### src/rtl/qae_pkg.sv
package qae_pkg;
  typedef enum logic [1:0] {
    AC_BK = 2'd0,
    AC_BE = 2'd1,
    AC_VI = 2'd2,
    AC_VO = 2'd3
  } ac_e;

  function automatic ac_e prio_to_ac(input logic [2:0] prio);
    case (prio)
      3'd1, 3'd2: return AC_BK;
      3'd0, 3'd3: return AC_BE;
      3'd4, 3'd5: return AC_VI;
      default:    return AC_VO;
    endcase
  endfunction
endpackage

### src/rtl/qae_fifo.sv
module qae_fifo #(
  parameter int W     = 8,
  parameter int DEPTH = 4
) (
  input  logic         clk_i,
  input  logic         rst_ni,
  input  logic         push_i,
  input  logic [W-1:0] data_i,
  input  logic         pop_i,
  output logic [W-1:0] head_o,
  output logic         nonempty_o,
  output logic         multi_o
);
  localparam int AW = (DEPTH > 1) ? $clog2(DEPTH) : 1;
  localparam int CNT_W = $clog2(DEPTH + 1);

  logic [W-1:0]     mem [DEPTH];
  logic [AW-1:0]    rd_ptr, wr_ptr;
  logic [CNT_W-1:0] cnt;
  logic             do_push, do_pop;

  assign do_pop  = pop_i && (cnt != '0);
  assign do_push = push_i && (cnt != CNT_W'(DEPTH));

  function automatic logic [AW-1:0] bump(input logic [AW-1:0] p);
    return (p == AW'(DEPTH - 1)) ? '0 : p + AW'(1);
  endfunction

  always_ff @(posedge clk_i or negedge rst_ni) begin
    if (!rst_ni) begin
      rd_ptr <= '0;
      wr_ptr <= '0;
      cnt    <= '0;
    end else begin
      if (do_push) wr_ptr <= bump(wr_ptr);
      if (do_pop)  rd_ptr <= bump(rd_ptr);
      case ({do_push, do_pop})
        2'b10:   cnt <= cnt + CNT_W'(1);
        2'b01:   cnt <= cnt - CNT_W'(1);
        default: cnt <= cnt;
      endcase
    end
  end

  always_ff @(posedge clk_i) begin
    if (do_push) mem[wr_ptr] <= data_i;
  end

  assign head_o     = mem[rd_ptr];
  assign nonempty_o = (cnt != '0);
  assign multi_o    = (cnt > CNT_W'(1));

  a_r5_count_bound: assert property (@(posedge clk_i) disable iff (!rst_ni)
    cnt <= CNT_W'(DEPTH));
  a_r5_pop_needs_data: assert property (@(posedge clk_i) disable iff (!rst_ni)
    pop_i |-> (cnt != '0));
endmodule

### src/rtl/qae_lfsr.sv
module qae_lfsr #(
  parameter int          W    = 16,
  parameter logic [W-1:0] TAPS = 16'hB400,
  parameter logic [W-1:0] SEED = 16'hACE1
) (
  input  logic         clk_i,
  input  logic         rst_ni,
  output logic [W-1:0] state_o
);
  always_ff @(posedge clk_i or negedge rst_ni) begin
    if (!rst_ni) state_o <= SEED;
    else         state_o <= state_o[0] ? ((state_o >> 1) ^ TAPS) : (state_o >> 1);
  end

  a_r9_lfsr_alive: assert property (@(posedge clk_i) disable iff (!rst_ni)
    state_o != '0);
endmodule

### src/rtl/qae_ac_engine.sv
module qae_ac_engine #(
  parameter int TICK_W  = 16,
  parameter int CW_W    = 10,
  parameter int AIFSN_W = 4,
  parameter int DESC_W  = 8,
  parameter int QDEPTH  = 4,
  parameter int RND_W   = 16
) (
  input  logic               clk_i,
  input  logic               rst_ni,
  input  logic               tick_i,
  input  logic               medium_idle_i,
  input  logic               busy_i,
  input  logic [TICK_W-1:0]  slot_len_i,
  input  logic [TICK_W-1:0]  sifs_len_i,
  input  logic [AIFSN_W-1:0] aifsn_i,
  input  logic [CW_W-1:0]    cw_lo_i,
  input  logic [CW_W-1:0]    cw_hi_i,
  input  logic [RND_W-1:0]   rnd_i,
  input  logic               enq_i,
  input  logic [DESC_W-1:0]  desc_i,
  input  logic               won_i,
  input  logic               grow_i,
  input  logic               pop_i,
  input  logic               reset_cw_i,
  output logic               ready_o,
  output logic [DESC_W-1:0]  head_o,
  output logic               more_o
);
  localparam int AIFS_W = TICK_W + AIFSN_W + 1;
  localparam int STG_W  = $clog2(CW_W + 1);
  localparam int GW     = 2 * CW_W + 1;

  logic              nonempty;
  logic [AIFS_W-1:0] aifs_cnt, aifs_target;
  logic              aifs_done;
  logic [TICK_W-1:0] slot_cnt;
  logic              slot_last, slot_end;
  logic [STG_W-1:0]  stage;
  logic [GW-1:0]     grown;
  logic [CW_W-1:0]   cw;
  logic [CW_W-1:0]   bo;
  logic              bo_vld;

  qae_fifo #(.W(DESC_W), .DEPTH(QDEPTH)) i_queue (
    .clk_i      (clk_i),
    .rst_ni     (rst_ni),
    .push_i     (enq_i),
    .data_i     (desc_i),
    .pop_i      (pop_i),
    .head_o     (head_o),
    .nonempty_o (nonempty),
    .multi_o    (more_o)
  );

  // Contention window: ((lo+1) << stage) - 1, capped at hi
  assign grown = ((GW'(cw_lo_i) + GW'(1)) << stage) - GW'(1);
  assign cw    = (grown >= GW'(cw_hi_i)) ? cw_hi_i : grown[CW_W-1:0];

  always_ff @(posedge clk_i or negedge rst_ni) begin
    if (!rst_ni) stage <= '0;
    else if (reset_cw_i) stage <= '0;
    else if (grow_i && (grown < GW'(cw_hi_i)) && (stage < STG_W'(CW_W)))
      stage <= stage + STG_W'(1);
  end

  // Idle wait
  assign aifs_target = AIFS_W'(aifsn_i) * AIFS_W'(slot_len_i) + AIFS_W'(sifs_len_i);
  assign aifs_done   = medium_idle_i && !busy_i && (aifs_cnt >= aifs_target);

  always_ff @(posedge clk_i or negedge rst_ni) begin
    if (!rst_ni) aifs_cnt <= '0;
    else if (!medium_idle_i || busy_i) aifs_cnt <= '0;
    else if (tick_i && (aifs_cnt < aifs_target)) aifs_cnt <= aifs_cnt + AIFS_W'(1);
  end

  // Slot boundaries after the idle wait
  assign slot_last = ({1'b0, slot_cnt} + (TICK_W + 1)'(1)) >= {1'b0, slot_len_i};
  assign slot_end  = aifs_done && tick_i && slot_last;

  always_ff @(posedge clk_i or negedge rst_ni) begin
    if (!rst_ni) slot_cnt <= '0;
    else if (!aifs_done) slot_cnt <= '0;
    else if (tick_i) slot_cnt <= slot_last ? '0 : slot_cnt + TICK_W'(1);
  end

  // Backoff counter
  always_ff @(posedge clk_i or negedge rst_ni) begin
    if (!rst_ni) begin
      bo     <= '0;
      bo_vld <= 1'b0;
    end else if (won_i || grow_i) begin
      bo_vld <= 1'b0;
    end else if (!bo_vld && nonempty && !busy_i) begin
      bo     <= CW_W'(rnd_i & RND_W'(cw));
      bo_vld <= 1'b1;
    end else if (bo_vld && (bo != '0) && slot_end) begin
      bo <= bo - CW_W'(1);
    end
  end

  assign ready_o = bo_vld && (bo == '0) && aifs_done && nonempty;

  a_r3_freeze_on_busy: assert property (@(posedge clk_i) disable iff (!rst_ni)
    (!medium_idle_i && bo_vld) |=> $stable(bo));
  a_r2_hold_during_aifs: assert property (@(posedge clk_i) disable iff (!rst_ni)
    (bo_vld && !aifs_done) |=> $stable(bo));
  a_r9_draw_in_window: assert property (@(posedge clk_i) disable iff (!rst_ni)
    $rose(bo_vld) |-> (bo <= cw));
endmodule

### src/rtl/qos_access_engine.sv
module qos_access_engine
  import qae_pkg::*;
#(
  parameter int TICK_W  = 16,
  parameter int CW_W    = 10,
  parameter int AIFSN_W = 4,
  parameter int DESC_W  = 8,
  parameter int QDEPTH  = 4
) (
  input  logic                 clk_i,
  input  logic                 rst_ni,
  input  logic                 medium_idle_i,
  input  logic                 tick_i,
  input  logic [TICK_W-1:0]    slot_len_i,
  input  logic [TICK_W-1:0]    sifs_len_i,
  input  logic [4*AIFSN_W-1:0] aifsn_i,
  input  logic [CW_W-1:0]      cw_min_i,
  input  logic [CW_W-1:0]      cw_max_i,
  input  logic [4*TICK_W-1:0]  txop_lim_i,
  input  logic                 enq_valid_i,
  input  logic [2:0]           enq_prio_i,
  input  logic [DESC_W-1:0]    enq_desc_i,
  input  logic                 tx_done_i,
  input  logic                 tx_ok_i,
  output logic                 grant_o,
  output logic [1:0]           grant_ac_o,
  output logic [DESC_W-1:0]    grant_desc_o,
  output logic [TICK_W-1:0]    txop_left_o
);
  localparam int NUM_AC = 4;
  localparam int RND_W  = 16;

  logic [RND_W-1:0]  lfsr;
  logic [NUM_AC-1:0] ready_vec, more_vec, won_vec, grow_vec, pop_vec, enq_vec;
  logic [DESC_W-1:0] head [NUM_AC];
  logic [CW_W:0]     lo_p1;
  logic              busy, start, fin_ok, fin_bad;
  ac_e               cur_ac, win_ac;
  logic [TICK_W-1:0] txop_left;

  qae_lfsr #(.W(RND_W)) i_lfsr (
    .clk_i   (clk_i),
    .rst_ni  (rst_ni),
    .state_o (lfsr)
  );

  assign lo_p1   = {1'b0, cw_min_i} + (CW_W + 1)'(1);
  assign start   = !busy && (ready_vec != '0);
  assign fin_ok  = busy && tx_done_i && tx_ok_i;
  assign fin_bad = busy && tx_done_i && !tx_ok_i;

  always_comb begin
    win_ac = AC_BK;
    for (int k = 0; k < NUM_AC; k++)
      if (ready_vec[k]) win_ac = ac_e'(k);
  end

  always_comb begin
    won_vec  = '0;
    grow_vec = '0;
    pop_vec  = '0;
    enq_vec  = '0;
    if (start) begin
      won_vec[win_ac] = 1'b1;
      grow_vec        = ready_vec & ~won_vec;
    end
    if (fin_bad) grow_vec[cur_ac] = 1'b1;
    if (fin_ok)  pop_vec[cur_ac]  = 1'b1;
    if (enq_valid_i) enq_vec[prio_to_ac(enq_prio_i)] = 1'b1;
  end

  for (genvar k = 0; k < NUM_AC; k++) begin : g_ac
    logic [CW_W-1:0] lo, hi;
    if (k == int'(AC_VO)) begin : g_vo
      assign lo = ((lo_p1 >> 2) == '0) ? '0 : CW_W'((lo_p1 >> 2) - (CW_W + 1)'(1));
      assign hi = ((lo_p1 >> 1) == '0) ? '0 : CW_W'((lo_p1 >> 1) - (CW_W + 1)'(1));
    end else if (k == int'(AC_VI)) begin : g_vi
      assign lo = ((lo_p1 >> 1) == '0) ? '0 : CW_W'((lo_p1 >> 1) - (CW_W + 1)'(1));
      assign hi = cw_min_i;
    end else begin : g_base
      assign lo = cw_min_i;
      assign hi = cw_max_i;
    end

    qae_ac_engine #(
      .TICK_W (TICK_W), .CW_W (CW_W), .AIFSN_W (AIFSN_W),
      .DESC_W (DESC_W), .QDEPTH (QDEPTH), .RND_W (RND_W)
    ) i_engine (
      .clk_i         (clk_i),
      .rst_ni        (rst_ni),
      .tick_i        (tick_i),
      .medium_idle_i (medium_idle_i),
      .busy_i        (busy),
      .slot_len_i    (slot_len_i),
      .sifs_len_i    (sifs_len_i),
      .aifsn_i       (aifsn_i[k*AIFSN_W +: AIFSN_W]),
      .cw_lo_i       (lo),
      .cw_hi_i       (hi),
      .rnd_i         (RND_W'({lfsr, lfsr} >> (3 * k))),
      .enq_i         (enq_vec[k]),
      .desc_i        (enq_desc_i),
      .won_i         (won_vec[k]),
      .grow_i        (grow_vec[k]),
      .pop_i         (pop_vec[k]),
      .reset_cw_i    (pop_vec[k]),
      .ready_o       (ready_vec[k]),
      .head_o        (head[k]),
      .more_o        (more_vec[k])
    );
  end

  always_ff @(posedge clk_i or negedge rst_ni) begin
    if (!rst_ni) begin
      busy      <= 1'b0;
      cur_ac    <= AC_BK;
      txop_left <= '0;
    end else if (start) begin
      busy      <= 1'b1;
      cur_ac    <= win_ac;
      txop_left <= txop_lim_i[int'(win_ac)*TICK_W +: TICK_W];
    end else if (busy) begin
      if (fin_bad) busy <= 1'b0;
      else if (fin_ok && ((txop_left == '0) || !more_vec[cur_ac])) busy <= 1'b0;
      if (tick_i && (txop_left != '0)) txop_left <= txop_left - TICK_W'(1);
    end
  end

  assign grant_o      = busy;
  assign grant_ac_o   = cur_ac;
  assign grant_desc_o = busy ? head[cur_ac] : '0;
  assign txop_left_o  = busy ? txop_left : '0;

  a_r4_highest_wins: assert property (@(posedge clk_i) disable iff (!rst_ni)
    $rose(busy) |-> (($past(ready_vec) >> cur_ac) == NUM_AC'(1)));
  a_r7_class_hold: assert property (@(posedge clk_i) disable iff (!rst_ni)
    (busy && $past(busy)) |-> $stable(cur_ac));
  a_r7_txop_no_rise: assert property (@(posedge clk_i) disable iff (!rst_ni)
    (busy && $past(busy)) |-> (txop_left <= $past(txop_left)));
  a_r8_end_when_spent: assert property (@(posedge clk_i) disable iff (!rst_ni)
    (busy && tx_done_i && (txop_left == '0)) |=> !busy);
endmodule

### config.mk
export PLATFORM = sky130hd
export DESIGN_NAME = qos_access_engine
export DESIGN_NICKNAME = d
export VERILOG_FILES = /design/src/rtl/qae_pkg.sv /design/src/rtl/qae_fifo.sv /design/src/rtl/qae_lfsr.sv /design/src/rtl/qae_ac_engine.sv /design/src/rtl/qos_access_engine.sv
export SDC_FILE = /design/constraint.sdc
export NUM_CORES = 2
export LEC_CHECK = 0
export BUFFER_PORTS_ARGS = -buffer_cell sky130_fd_sc_hd__buf_2
export CAP_MARGIN = 30
export CORE_MARGIN = 4
export CORE_UTILIZATION = 40
export CTS_CLUSTER_SIZE = 28
export DETAILED_ROUTE_END_ITERATION = 10
export SLEW_MARGIN = 20
export SYNTH_ARGS = -nofsm -noshare
export SYNTH_HDL_FRONTEND = slang
export SYNTH_HIERARCHICAL = 1
export SYNTH_SLANG_ARGS = --single-unit
### constraint.sdc
create_clock -name clk_i -period 6.85 [get_ports clk_i]
set_clock_uncertainty 0.05 [all_clocks]
set_input_delay 0.3425 -clock clk_i [delete_from_list [all_inputs] [get_ports clk_i]]
set_output_delay 0.3425 -clock clk_i [all_outputs]
set_load 0.1 [all_outputs]
After elaboration in Yosys (flattened, before gate mapping)
Memories as Yosys holds them, arrays and structs flattened.
Cells that the tools add are included.
Word-level totals
  RAM bits: 128
  word-level logic and storage cells: 410
  ROM bits: 0
  output and inout bits: 27
  input bits: 150
  bits in latches: 0
  register bits: 271
  memories: 4
Memories
  g_ac[0].i_engine.i_queue.mem: words 4, bits a word 8, rd ports 1, clocked after Yosys merged registers in 0, wr ports 1, RTL line qae_fifo.sv:17  | logic [W-1:0] mem [DEPTH];
  g_ac[1].i_engine.i_queue.mem: words 4, bits a word 8, rd ports 1, clocked after Yosys merged registers in 0, wr ports 1, RTL line qae_fifo.sv:17
  g_ac[2].i_engine.i_queue.mem: words 4, bits a word 8, rd ports 1, clocked after Yosys merged registers in 0, wr ports 1, RTL line qae_fifo.sv:17
  g_ac[3].i_engine.i_queue.mem: words 4, bits a word 8, rd ports 1, clocked after Yosys merged registers in 0, wr ports 1, RTL line qae_fifo.sv:17
Cells by class
  order comparisons: 35
  $mul: 4
  equality and inequality tests: 29
  shift operators: 5
  divide/modulo/power cells: 0
  multiplexer cells: 101
  bitwise gates (word level): 13
  add/subtract/negate cells: 51
  reductions and logical operators: 132
Operator list (number)
  $mux W16: 17
  $mux W21: 8
  $mux W10: 14
  $add A20 B16 Y21: 4
  $add A21 B1 Y21 const B: 4
  $ge A21 B10 Y1: 4
  $ge A21 B21 Y1: 4
  $lt A21 B10 Y1: 4
  $lt A21 B21 Y1: 4
  $shl A21 B4 Y21: 4
  $sub A21 B1 Y21 const B: 4
  $mul A4 B16 Y20: 4
  $logic_and A1 B1 Y1: 70
  $add A16 B1 Y17 const B: 4
  $ge A17 B16 Y1: 4
  $add A16 B1 Y16 const B: 4
  $shiftx A64 B7 Y16: 1
  $mux W4: 13
  $sub A10 B1 Y10 const B: 5
  $add A10 B1 Y11 const B: 4
  $reduce_bool A2 Y1: 22
  $and A10 B10 Y10: 4
  $logic_not A10 Y1: 4
  $reduce_bool A10 Y1: 4
  other kinds (42): 156

Longest topological paths before layout
  depth in word-level cells: 22
  gate-level depth with buffers: 39

By module
Netlist, hierarchy kept.
Modules (own cells, without submodules)
  qae_ac_engine at g_ac[2].i_engine ...: area an instance 8293.0 um2, cells an instance 1025, instances 2
  qae_ac_engine at g_ac[1].i_engine: area an instance 8252.9 um2, cells an instance 1030, instances 1
  qae_ac_engine at g_ac[0].i_engine: area an instance 8216.6 um2, cells an instance 1001, instances 1
  qae_fifo at g_ac[0].i_engine.i_queue ...: area an instance 1635.3 um2, cells an instance 89, instances 3
  qos_access_engine: area an instance 2954.1 um2, cells an instance 413, instances 1
  qae_fifo at g_ac[1].i_engine.i_queue: area an instance 1617.8 um2, cells an instance 87, instances 1
  qae_lfsr: area an instance 436.7 um2, cells an instance 19, instances 1

Least setup slack after synthesis
No wires, ideal clock.
  path type: input to register
  start point: in aifsn_i[13]
  end point: reg g_ac[1].i_engine.bo[8]
  required time: 6.669 ns
  data arrival time: 7.959 ns
  stages on the path: 35
  path buffers: 3
  path slack: -1.291 ns
  path through: clkbuf_1 and2_1 fa_1 fa_1 inv_1 fa_1 inv_1 ha_1 nor2b_1 o21ai_0 a21oi_1 o21ai_0 a21boi_0 o21ai_0 nand2b_1 and4_1 o31ai_1 o21bai_1 xnor2_1 ha_1 nand4_1 or2_2 o41a_1 a221oi_1 and4_1 clkbuf_1 clkbuf_1 nor3_1 nor2_1 nand2_1 or3_1 o21ai_0 a21oi_1 and3_1 or3_1
Between the ends
  elaborated cells on any way between the ends: 23
  those cells by class: 1 x add/sub; 1 x mul; 3 x order compare; 6 x mux; 4 x bitwise; 8 x reduce/logical
RTL lines
  start: declaration: RTL line qos_access_engine.sv:16  | input logic [4*AIFSN_W-1:0] aifsn_i,
  $mul A4 B16 Y20 *: RTL line qae_ac_engine.sv:68  | assign aifs_target = AIFS_W'(aifsn_i) * AIFS_W'(slot_len_i) + AIFS_W'(sifs_len_i);
  $add A20 B16 Y21 *: RTL line qae_ac_engine.sv:68
  $ge A21 B21 Y1 *: RTL line qae_ac_engine.sv:69  | assign aifs_done = medium_idle_i && !busy_i && (aifs_cnt >= aifs_target);
  $logic_and A1 B1 Y1 *: RTL line qae_ac_engine.sv:69
  $logic_and A1 B1 Y1 * (2 in a row): RTL line qae_ac_engine.sv:102  | assign ready_o = bo_vld && (bo == '0) && aifs_done && nonempty;
  named net ready_vec[3]: RTL line qos_access_engine.sv:34  | logic [NUM_AC-1:0] ready_vec, more_vec, won_vec, grow_vec, pop_vec, enq_vec;
  $mux W2: RTL line qos_access_engine.sv:55  | if (ready_vec[k]) win_ac = ac_e'(k);
  $lt A2 B3 Y1 (implied by the code) or $ge A2 B1 Y1 (tied branches): RTL line qos_access_engine.sv:64  | won_vec[win_ac] = 1'b1;
  $logic_and A1 B1 Y1 (implied by the code): RTL line qos_access_engine.sv:64
  $mux W1 (implied by the code): RTL line qos_access_engine.sv:64
  $demux W1 S2: RTL line qos_access_engine.sv:64
  $mux W4 *: RTL line qos_access_engine.sv:63  | if (start) begin
  named net won_vec[1]: RTL line qos_access_engine.sv:34
  $logic_or A1 B1 Y1 *: RTL line qae_ac_engine.sv:92  | end else if (won_i || grow_i) begin
  $not A1 Y1 (no line) *
  $reduce_and A2 Y1 (no line) *
  end signal: assignment: RTL line qae_ac_engine.sv:95  | bo <= CW_W'(rnd_i & RND_W'(cw));
  end signal: assignment: RTL line qae_ac_engine.sv:98  | bo <= bo - CW_W'(1);
  end: declaration: RTL line qae_ac_engine.sv:42  | logic [CW_W-1:0] bo;
Mark *: on every way through the listed nets, which the timed path passes. The rest lies on a longest branch.
A chain may end at the register's enable or synchronous reset.

Final worst setup path
  start point: in aifsn_i[10]
  end point: reg g_ac[1].i_engine.bo[8]
Between the ends
  cells in the longest elaborated chain, start to end: 20
  elaborated cells on any way between the ends: 24
  those cells by class: 1 x add/sub; 1 x mul; 3 x order compare; 7 x mux; 4 x bitwise; 8 x reduce/logical
RTL lines
  $mul A4 B16 Y20 *: RTL line qae_ac_engine.sv:68
  $add A20 B16 Y21 *: RTL line qae_ac_engine.sv:68
  $ge A21 B21 Y1 *: RTL line qae_ac_engine.sv:69
  $logic_and A1 B1 Y1 *: RTL line qae_ac_engine.sv:69
  $logic_and A1 B1 Y1 * (2 in a row): RTL line qae_ac_engine.sv:102
  named net ready_vec[2]: RTL line qos_access_engine.sv:34
  $mux W2 (2 in a row): RTL line qos_access_engine.sv:55
  $lt A2 B3 Y1 (implied by the code) or $ge A2 B1 Y1 (tied branches): RTL line qos_access_engine.sv:64
  [... 4 more ...]
  $and A4 B4 Y4: RTL line qos_access_engine.sv:65  | grow_vec = ready_vec & ~won_vec;
  $mux W4 *: RTL line qos_access_engine.sv:63
  $or A4 B4 Y4 (no line)
  $mux W4 *: RTL line qos_access_engine.sv:67  | if (fin_bad) grow_vec[cur_ac] = 1'b1;
  named net grow_vec[1]: RTL line qos_access_engine.sv:34
  $logic_or A1 B1 Y1 *: RTL line qae_ac_engine.sv:92
  $not A1 Y1 (no line) *
  $reduce_and A2 Y1 (no line) *
Marks and branches as above.

==> out/metrics.yaml <==
detailed_routing:
  highest_layer: "met4"
  drt_iter0_drc: 2716
  drt-pass1-iter-count: 6
  wl_met2_um: 61120
  vias_per_cell: 5.680
  drc: 0
  routed_wl_um: 130000
  wl_met1_um: 58790
  ant_nets: 0
  vias: 38480
  dr_wl_met3_um: 6764
  avgRoutedWirePerCell_um: 19.19
worst_setup_path:
  path_class: "input pin to register"
  endpoint_kind: "register"
  r2r_cells: 16
  cp_max_fo: 5
  worstPathRequired_ns: 7.33
  crit_arrival_ns: 7.25
  cp_slowest_cell: "fa_1"
  crit_path_start_kind: "input pin"
  max_stage_delay_ns: 0.49
sta:
  rsz0062_at_grt: "yes"
  relSlewSlack_pct: 30.61
  final-hold-violation-count: 0
  finalSetupViolCount: 0
  slew_viol_final: 0
  holdWs_ns: 0.04849
  worstMarginPinSlew_ns: 1.033
  max_freq_mhz: 147.6
  period_share_pct: 98.89
  layout_min_cycle_time_ns: 6.774
die:
  fp.coreArea_sq_um: 106000
  io-pin-count: 177
  die_w_um: 335.8
  dieArea_sq_um: 112700
  row_count: 119
  start_util_pct: 40.53
  die_h_um: 335.8
place:
  io_buffers: 176
  place.gp.congestion: 0.9180
  hpwlAfterDp_um: 100600
pwr:
  vdd.ir_drop.worst_uv: 208.4
  p_leak_nw: 22.69
  powerDensity_nw_per_um2: 207.8
grt:
  track_usage_pct: 22.56
  grt_pass1_vias: 37600
  grt-ovfl-total: 0
  grt_max_degree: 147
  antenna_found_initial: 3
  grt_pass1_wl_um: 206800
clock_network:
  htreeDepth: 2
  cts_root_buf: "clkbuf_16"
  numClockSinks: 399
  clkLatencyLatePin_ns: 0.66
  cts_tree: "yes"
  cts.reportedPaths.clkPinSlew_ns: 0.06
  cts_max_path_buffers: 3
  cts_buffers: 50
job:
  drv_cap: 0
synth:
  synth.distinct_cells: 133
  syn_nets: 5570
  avgSynthCellArea_sq_um: 8.829
  synth_flop_cell: "dfrtp_1"
  ys_warn_count: 6
  synth_cells: 4867
  synthArstFlopShare_pct: 67.92
  syn-cell-area_sq_um: 42970
  synth-seq-cells: 399
  synth_edf_count: 128
  synth_seq_area_share_pct: 24.75
final_layout:
  drive_above_1_share_pct: 18.80
  fin_nets: 6047
  final_core_util_pct: 47.66
  area_growth_pct: 17.59
worst_hold_path:
  holdPathStages: 3
  hp-class: "input pin to register"
outcome:
  status: "completed"
## metal layers
metal,GRT usage (%),vias up
met2,37.81,1097
met5,0,-
met1,31.18,18700
met4,5.940,0
met3,2.403,183
li1,-,18500
## state kept, by name, summed over array words and instances (netlist names)
name,count
i_lfsr/state_o,16
g_ac.i_engine/i_queue/rd_ptr,8
g_ac.i_engine/i_queue/mem,128
g_ac.i_engine/slot_cnt,64
grant_o,1
g_ac.i_engine/bo,40
g_ac.i_engine/aifs_cnt,84
g_ac.i_engine/stage,16
txop_left,16
g_ac.i_engine/i_queue/wr_ptr,8
g_ac.i_engine/i_queue/cnt,12
grant_ac_o,2
g_ac.i_engine/bo_vld,4
## cells by family (layout without fill, tap and decap cells)
group	count (synthesis)	count (layout)	share of synthesized area (%)
DFF	399	399	24.75
muxes	101	101	3.616
buffers and inverters	584	1098	5.765
xor gates and xnor gates	258	258	5.276
other	0	1	0
and+or+nand+nor	1843	1844	22.88
AOI/OAI and AO/OA	1129	1129	18.60
adders and majority gates	553	553	19.11
## cell usage after synthesis (all sizes together) (45+ instances only)
master  count  share of area [%]
and3       73                1.1
o211ai     55               0.96
xnor2     129                2.6
nand2     328                2.9
o21a       45               0.79
nor3      130                1.5
mux2i      45                1.0
buf        64                1.0
fa        172                8.0
nor2b      69                1.0
nand2b     61               0.91
o21ai     244                2.9
ha        381                 11
nand4      89                1.3
a21oi     233                2.7
or3        60               0.92
clkbuf    129                1.3
a21o       76                1.3
inv       389                3.4
nor2      384                3.4
a22o       51                1.0
edfxtp    128                8.9
dfrtp     263                 15
xor2      129                2.6
nand3     158                1.9
and2      320                4.7
## layout by cell type (no fill, tap or decap), types with 86 or more instances in the layout
cell type / n
and2_1: 306
ha_1: 370
xnor2_1: 129
inv_1: 377
xor2_1: 128
nand4_1: 86
edfxtp_1: 128
nand2_1: 321
nor2_1: 373
nor3_1: 122
a21oi_1: 211
fa_1: 170
buf_2: 169
o21ai_0: 201
dfrtp_1: 262
nand3_1: 152
buf_4: 403
## layout make-up
class | instances | area, sq um
Fill cell | 10150 | 55480
Multi-Input combinational cell | 3885 | 30640
Sequential cell | 399 | 10640
Timing Repair Buffer | 618 | 4461
Tap cell | 1391 | 1740
Inverter | 390 | 1464
Clock buffer | 70 | 1386
Clock inverter | 20 | 198.9
Antenna cell | 1 | 2.502
## report_power, final
group          internal (mW)  switching (mW)  leakage (nW)
logic                   2.37            2.74          17.1
clock network           1.46            1.12         0.766
registers               2.64           0.181          4.78
total                   6.47            4.03          22.7
## stage by stage
| stage | instances | setup slack (ns) | cell area [sq um] | setup TNS [ns] | power [mW] |
|---|---|---|---|---|---|
| after CTS | 6739 | 0.001125 | 49620 | 0 | 10.34 |
| final | 6774 | 0.07593 | 50530 | 0 | 10.50 |
| after global placement | 6628 | -0.7401 | 47760 | -40.05 | 7.589 |
| after global routing | 6773 | -0.2227 | 50530 | -2.119 | 11.32 |
| after detailed placement | 6629 | -0.8652 | 47760 | -49.15 | 7.661 |
| after floorplan | 4867 | -0.4180 | 43260 | -1.759 | 6.018 |
## final timing paths
check / start / end / slack [ns]
max in group asynchronous: rst_ni / g_ac[2].i_engine/i_queue/wr_ptr[1]$_DFFE_PN0P_ / 5.26
max: aifsn_i[10] / g_ac[1].i_engine/bo[8]$_DFFE_PN0P_ / 0.08
max reg2reg: g_ac[1].i_engine/stage[0]$_DFFE_PN0P_ / g_ac[1].i_engine/bo[8]$_DFFE_PN0P_ / 1.12
min reg2reg: i_lfsr/state_o[6]$_DFF_PN1_ / i_lfsr/state_o[5]$_DFF_PN1_ / 0.37
min: cw_max_i[1] / g_ac[0].i_engine/bo[1]$_DFFE_PN0P_ / 0.05
min in group asynchronous: rst_ni / g_ac[0].i_engine/aifs_cnt[3]$_DFFE_PN0P_ / 0.21
## critical path: cells and delay by family
kind	cells	cell delay (ns)
simple gates	9	1.56
fa+ha+maj	5	1.96
xor+xnor	1	0.20
buf+inv	5	0.52
compound gates	17	2.66
## what timing repair did
item                                    CTS  global route
hold buffers                             15             0
hold endpoints to repair                 75             0
cloned                                    0             1
gates resized for setup                  14           152
buffers inserted                          6            34
endpoints found under the setup margin   31            72
pin swaps                                12           121
(Power assumes the default switching activity.)
